<file path="src/rtl/txpat_pkg.sv">
package txpat_pkg;

  typedef enum logic [1:0] {
    PM_BIN_DN = 2'b00,
    PM_BIN_UP = 2'b01,
    PM_TXT_DN = 2'b10,
    PM_TXT_UP = 2'b11
  } pat_mode_e;

  localparam logic [7:0] CHR_ZERO = 8'h30;
  localparam logic [7:0] CHR_NINE = 8'h39;
  localparam logic [7:0] BIN_TOP  = 8'hFF;

endpackage

</file>
<file path="src/rtl/txpat_planner.sv">
module txpat_planner #(
  parameter int LANES = 16,
  parameter int LEN_W = 32,
  localparam int LANE_W = $clog2(LANES)
) (
  input  logic [LANE_W-1:0] offset,
  input  logic [LEN_W-1:0]  remain,
  output logic [LANE_W:0]   nbytes,
  output logic [LANES-1:0]  be
);

  logic [LANE_W:0] room;
  logic [LANE_W:0] stop;

  always_comb begin
    room = (LANE_W+1)'(LANES) - {1'b0, offset};
    if (remain < LEN_W'(room)) nbytes = remain[LANE_W:0];
    else                       nbytes = room;
    stop = {1'b0, offset} + nbytes;
  end

  for (genvar gl = 0; gl < LANES; gl++) begin : g_be
    assign be[gl] = ({1'b0, offset} <= (LANE_W+1)'(gl)) && ((LANE_W+1)'(gl) < stop);
  end

endmodule

</file>
<file path="src/rtl/txpat_lane.sv">
module txpat_lane
  import txpat_pkg::*;
#(
  parameter int LANE  = 0,
  parameter int LANES = 16,
  localparam int LANE_W = $clog2(LANES)
) (
  input  pat_mode_e         mode,
  input  logic              en,
  input  logic [LANE_W-1:0] offset,
  input  logic [7:0]        bin_cnt,
  input  logic [3:0]        txt_idx,
  output logic [7:0]        byte_o
);

  logic [LANE_W:0] k;
  logic [7:0]      binv;
  logic [LANE_W+2:0] s;
  logic [3:0]      digit;
  logic [7:0]      val;

  always_comb begin
    k    = (LANE_W+1)'(LANE) - {1'b0, offset};
    binv = bin_cnt + 8'(k);
    s    = (LANE_W+3)'(txt_idx) + (LANE_W+3)'(k);
    if (s >= (LANE_W+3)'(20))      s = s - (LANE_W+3)'(20);
    else if (s >= (LANE_W+3)'(10)) s = s - (LANE_W+3)'(10);
    digit = s[3:0];
    unique case (mode)
      PM_BIN_DN: val = BIN_TOP - binv;
      PM_BIN_UP: val = binv;
      PM_TXT_DN: val = CHR_NINE - 8'(digit);
      default:   val = CHR_ZERO + 8'(digit);
    endcase
    byte_o = en ? val : 8'h00;
  end

endmodule

</file>
<file path="src/rtl/txpat_flow.sv">
module txpat_flow #(
  parameter int ADDR_W = 14,
  parameter int CNT_W  = 5
) (
  input  logic [ADDR_W-1:0] rd_ptr,
  input  logic [ADDR_W-1:0] wr_ptr,
  input  logic [CNT_W-1:0]  need,
  output logic              room_ok
);

  logic [ADDR_W-1:0] free_bytes;

  always_comb begin
    free_bytes = rd_ptr + ~wr_ptr;
    room_ok    = free_bytes >= ADDR_W'(need);
  end

endmodule

</file>
<file path="src/rtl/txpat_gen.sv">
module txpat_gen
  import txpat_pkg::*;
#(
  parameter int ADDR_W = 14,
  parameter int LANES  = 16,
  parameter int LEN_W  = 32,
  localparam int LANE_W = $clog2(LANES),
  localparam int BEAT_W = ADDR_W - LANE_W,
  localparam int DATA_W = 8 * LANES
) (
  input  logic              clk,
  input  logic              rst_n,
  input  logic              start,
  input  logic [1:0]        mode,
  input  logic [LEN_W-1:0]  length,
  input  logic              ptr_load,
  input  logic [ADDR_W-1:0] ptr_load_val,
  input  logic [ADDR_W-1:0] rd_ptr,
  output logic [ADDR_W-1:0] wr_ptr,
  output logic              busy,
  output logic [LEN_W-1:0]  remain,
  output logic              host_buf_open,
  output logic              out_valid,
  input  logic              out_ready,
  output logic [BEAT_W-1:0] out_beat,
  output logic [DATA_W-1:0] out_data,
  output logic [LANES-1:0]  out_be
);

  logic [ADDR_W-1:0] wr_q;
  logic              busy_q;
  logic [LEN_W-1:0]  remain_q;
  pat_mode_e         mode_q;
  logic [7:0]        bin_q;
  logic [3:0]        txt_q;

  logic [LANE_W-1:0] offset;
  logic [LANE_W:0]   nbytes;
  logic [LANES-1:0]  be;
  logic              room_ok;
  logic              accept;
  logic              take_start;
  logic [LANE_W+2:0] txt_sum;
  logic [3:0]        txt_next;

  assign offset = wr_q[LANE_W-1:0];

  txpat_planner #(.LANES(LANES), .LEN_W(LEN_W)) u_plan (
    .offset (offset),
    .remain (remain_q),
    .nbytes (nbytes),
    .be     (be)
  );

  txpat_flow #(.ADDR_W(ADDR_W), .CNT_W(LANE_W+1)) u_flow (
    .rd_ptr  (rd_ptr),
    .wr_ptr  (wr_q),
    .need    (nbytes),
    .room_ok (room_ok)
  );

  for (genvar gl = 0; gl < LANES; gl++) begin : g_lane
    txpat_lane #(.LANE(gl), .LANES(LANES)) u_lane (
      .mode    (mode_q),
      .en      (be[gl]),
      .offset  (offset),
      .bin_cnt (bin_q),
      .txt_idx (txt_q),
      .byte_o  (out_data[8*gl +: 8])
    );
  end

  assign out_valid     = busy_q && room_ok;
  assign out_be        = out_valid ? be : '0;
  assign out_beat      = wr_q[ADDR_W-1:LANE_W];
  assign accept        = out_valid && out_ready;
  assign take_start    = start && !busy_q && (length != '0);
  assign wr_ptr        = wr_q;
  assign busy          = busy_q;
  assign remain        = remain_q;
  assign host_buf_open = !busy_q;

  always_comb begin
    txt_sum = (LANE_W+3)'(txt_q) + (LANE_W+3)'(nbytes);
    if (txt_sum >= (LANE_W+3)'(20))      txt_sum = txt_sum - (LANE_W+3)'(20);
    else if (txt_sum >= (LANE_W+3)'(10)) txt_sum = txt_sum - (LANE_W+3)'(10);
    txt_next = txt_sum[3:0];
  end

  always_ff @(posedge clk) begin
    if (!rst_n) begin
      wr_q     <= '0;
      busy_q   <= 1'b0;
      remain_q <= '0;
      mode_q   <= PM_BIN_DN;
      bin_q    <= '0;
      txt_q    <= '0;
    end else begin
      if (ptr_load && !busy_q) wr_q <= ptr_load_val;
      if (take_start) begin
        busy_q   <= 1'b1;
        remain_q <= length;
        mode_q   <= pat_mode_e'(mode);
        bin_q    <= '0;
        txt_q    <= '0;
      end else if (accept) begin
        wr_q     <= wr_q + ADDR_W'(nbytes);
        remain_q <= remain_q - LEN_W'(nbytes);
        bin_q    <= bin_q + 8'(nbytes);
        txt_q    <= txt_next;
        if (remain_q == LEN_W'(nbytes)) busy_q <= 1'b0;
      end
    end
  end

  // an offered beat is frozen until taken
  a_r7_hold_beat: assert property (@(posedge clk) disable iff (!rst_n)
    (out_valid && !out_ready) |=> (out_valid && $stable(out_data) && $stable(out_be)
                                   && $stable(out_beat) && $stable(wr_ptr)));

  // never offer more bytes than the ring can take
  a_r6_no_overflow: assert property (@(posedge clk) disable iff (!rst_n)
    out_valid |-> (ADDR_W'($countones(out_be)) <= ADDR_W'(rd_ptr - wr_ptr - ADDR_W'(1))));

  // pointer steps by the enabled byte count
  a_r5_ptr_step: assert property (@(posedge clk) disable iff (!rst_n)
    (out_valid && out_ready) |=> (wr_ptr == $past(wr_ptr) + ADDR_W'($countones($past(out_be)))));

  // no beats while idle, and a busy block always has bytes to send
  a_r8_idle_quiet: assert property (@(posedge clk) disable iff (!rst_n)
    !busy |-> !out_valid);
  a_r8_busy_has_bytes: assert property (@(posedge clk) disable iff (!rst_n)
    busy |-> (remain != '0));

  // every offered beat carries at least one byte
  a_r4_beat_nonempty: assert property (@(posedge clk) disable iff (!rst_n)
    out_valid |-> (out_be != '0));

endmodule

</file>
<file path="config.mk">
export PLATFORM = sky130hd
export DESIGN_NAME = txpat_gen
export DESIGN_NICKNAME = d
export VERILOG_FILES = /design/src/rtl/txpat_pkg.sv /design/src/rtl/txpat_planner.sv /design/src/rtl/txpat_lane.sv /design/src/rtl/txpat_flow.sv /design/src/rtl/txpat_gen.sv
export SDC_FILE = /design/constraint.sdc
export NUM_CORES = 1
export LEC_CHECK = 0
export BUFFER_PORTS_ARGS = -buffer_cell sky130_fd_sc_hd__buf_2
export CAP_MARGIN = 10
export CORE_MARGIN = 2
export CORE_UTILIZATION = 55
export CTS_CLUSTER_DIAMETER = 200
export CTS_CLUSTER_SIZE = 25
export DETAILED_ROUTE_END_ITERATION = 6
export HOLD_SLACK_MARGIN = 0.02
export PLACE_DENSITY = 0.8
export SYNTH_ARGS = -nofsm -noshare
export SYNTH_HDL_FRONTEND = slang
export SYNTH_HIERARCHICAL = 1
export SYNTH_SLANG_ARGS = --single-unit
</file>
<file path="constraint.sdc">
create_clock -name clk -period 9.3 [get_ports clk]
set_clock_uncertainty 0.05 [all_clocks]
set_input_delay 0.93 -clock clk [delete_from_list [all_inputs] [get_ports clk]]
set_output_delay 0.93 -clock clk [all_outputs]
set_load 0.02 [all_outputs]
</file>
==> qor.csv <==
metric,value,unit
Clock Path Buffers,2,
Final Max Tran Viols,0,
FF-to-FF path depth,22,
Layout area overhead,9.568,%
Worst Setup End Kind,output port,
core area,0.03883,mm2
Leak,10.93,nW
synth warn,6,
reg2reg end,remain[21],
Pwr per Cell Area,184.5,mW/mm2
"Setup violations, final",0,
Seq cells post-synth,61,
ys flop type,dfxtp_1,
Clock Root Buffer,clkbuf_16,
"Setup Fix Bufs, Post-CTS",0,
DR top layer,met4,
reg2reg start,wr_ptr[1],
vias,22740,
first-pass GRT wire length,107.9,mm
run status,"finished, final reports clean",
fin crit period,8.174,ns
Synth area leader,ha_1,
ys async rst share,0,%
IO Count,270,
Max Cap Viol,0,
Clock transition at path regs,0.05,ns
Setup TNS Final,0,ns
Critical Path AT,7.19,ns
Clk pwr share,8.3,%
top-count cell post-synth,ha_1,
layout cell share with drive strength beyond 1,16.61,%
Hold Path Sink,bin_q[3],
switching pwr,2.464,mW
Hold Crit Class,flip-flop to flip-flop,
final hold viol count,0,
Synth Instances,2843,
HPWL after DPL,51.43,mm
Slew @ Worst Pin,1.352,ns
largest net degree at the start of global routing,159,
CTS tree,yes,
critical-path maximum fanout,21,
Comb pwr share,84.2,%
post-route ant nets,0,
"top cells by area, synth","ha_1, xnor2_1, dfxtp_1",
GRT Util Overall,31.46,%
number of hold buffers added after cts,0,
worst vdd ir,140.6,uV
Die Y,202.7,um
die area,0.04107,mm2
Max Fclk,0.1223,GHz
DR WL met2,31.27,mm
FP Rows,72,
H-tree depth,3,
number of global-route vias before repair,21560,
share of the synthesized area in the top cell type,18.33,%
"Distinct cells, synth",148,
Post-synth EDFFs,0,
sequential area share after synthesis,5.626,%
Pint,1.924,mW
GRT overflow,0,
kind of critical path,flip-flop to output port,
routed vias/inst,6.346,
final standard cell area without fillers,0.02378,mm2
Post-Syn Nets,3266,
DP Area,0.02346,mm2
met1 WL,28.94,mm
Slew Limit Headroom,9.326,%
GPL Wtd Cong,0.9298,
Hold Path Stages,2,
Synth Cell Area,0.02171,mm2
synth cell count leaders,"ha_1, inv_1, a21oi_1",
Seq pwr share,7.6,%
clock latency on the worst-skew pair,0.34,ns
Final period util,87.89,%
post-cts resize count,0,
clock sinks,61,
net switching fraction of the power,56.15,%
die span in x,202.7,um
I/O Buffers,269,
Initial DRC Count,2175,
WL met3,5.029,mm
Critical Path RT,8.32,ns
number of buffers created by CTS,9,
Startpoint Class,flip-flop,
DR WL/cell,18.95,um
Total Wirelength,67.93,mm
unrepaired setup endpoints after global routing,no,
Filler cells,3457,
Post-route DRC,0,
"Avg Cell Area, Syn",7.635,um2
Pre-antenna DRT Iters,7,
hold slack,0.4096,ns
Hold Path Origin,bin_q[3],
initial antenna violation count,1,
Initial Util,55.91,%
r2r setup slk,2.86,ns
nets,3483,
[flip-flops by register name (all words and copies together) (netlist names)]
name    count
mode_q      2
remain     32
busy        1
wr_ptr     14
txt_q       4
bin_q       8
[kinds of logic (layout without fill, tap and decap cells)]
logic type,Yosys count,in the layout,synth area share [%]
compound gates,876,876,29.04
flops,61,61,5.626
simple gates,868,868,22.34
fa+ha+maj,360,360,22.02
mux,62,62,2.957
buf+inv,348,570,6.900
other cells,0,1,0
xor+xnor,268,268,11.12
[worst max-delay path: stages (launching register included)]
cell	delay, ns
dfxtp_4	0.36
inv_1	0.15
ha_1	0.32
and2_1	0.31
inv_1	0.22
ha_1	0.24
nor4_1	0.17
nand3_1	0.16
a211oi_4	0.76
buf_4	0.42
nand2_1	0.08
o21ai_0	0.29
ha_1	0.43
xnor2_1	0.48
nand2b_1	0.30
o311ai_1	0.34
mux2i_1	0.13
a311oi_1	0.92
o21ai_0	0.24
a311oi_1	0.32
buf_2	0.23
[power by group through the flow]
stage / clock, mW / combinational (mW) / sequential (mW)
global route: 0.372 / 4.04 / 0.336
finish: 0.363 / 3.69 / 0.332
CTS: 0.363 / 3.64 / 0.330
floorplan: 0 / 2.71 / 0.365
detailed placement: 0 / 3.62 / 0.336
global placement: 0 / 3.52 / 0.333
[cell usage in the layout (no fill, tap or decap), drive strengths merged, types with 16 or more instances in the layout]
cell / instances
ha: 318
buf: 304
inv: 247
a21oi: 233
nor2: 188
xnor2: 169
nand2: 164
o21ai: 145
xor2: 98
nor3: 72
nand3: 69
a21o: 66
nor2b: 61
dfxtp: 61
a211oi: 60
and3: 53
mux2i: 51
nand2b: 44
a31oi: 42
fa: 38
and2: 36
nor4: 35
o211ai: 35
o21a: 25
o311ai: 21
a311oi: 19
nor4b: 19
o31ai: 18
o21bai: 18
o2111ai: 17
or3: 17
or2: 17
nand4: 16
[cell type report]
cell class,instances,area (um2),area share (%)
tap,518,648.1,2.725
multi-input combinational,2434,19010,79.93
sequential,61,1242,5.224
clock inverter,3,40.04,0.1683
clock buffer,13,281.5,1.184
antenna,1,2.502,0.01052
inverter,250,939.7,3.951
timing repair buffer,304,1619,6.807
[worst max-delay path by stage]
stage / cells past startpoint / start / to
2_1_floorplan: 24 / wr_ptr[1] / out_data[99]
3_3_place_gp: 22 / wr_ptr[1] / out_data[99]
3_5_place_dp: 22 / wr_ptr[1] / out_data[99]
4_1_cts: 22 / wr_ptr[1] / out_data[99]
5_1_grt: 20 / wr_ptr[1] / out_data[106]
6_report: 20 / wr_ptr[1] / out_data[107]
[per-stage QoR]
| step | power, mW | util (%) | instances | setup slack (ns) |
|---|---|---|---|---|
| 2_1_floorplan | 3.071 | - | 2843 | 0.9472 |
| 3_3_place_gp | 3.852 | 60.41 | 3566 | 1.521 |
| 3_5_place_dp | 3.960 | 60.41 | 3566 | 1.332 |
| 4_1_cts | 4.337 | 61.24 | 3582 | 0.9801 |
| 5_1_grt | 4.743 | 61.25 | 3583 | 0.6387 |
| 6_report | 4.388 | 61.26 | 3584 | 1.126 |
[layer usage]
metal | GRT usage [%] | up-vias
met2 | 53.03 | 897
met3 | 4.302 | 153
li1 | - | 10920
met5 | 0 | -
met1 | 40.32 | 10770
met4 | 12.98 | 0
(Power assumes the default switching activity.)
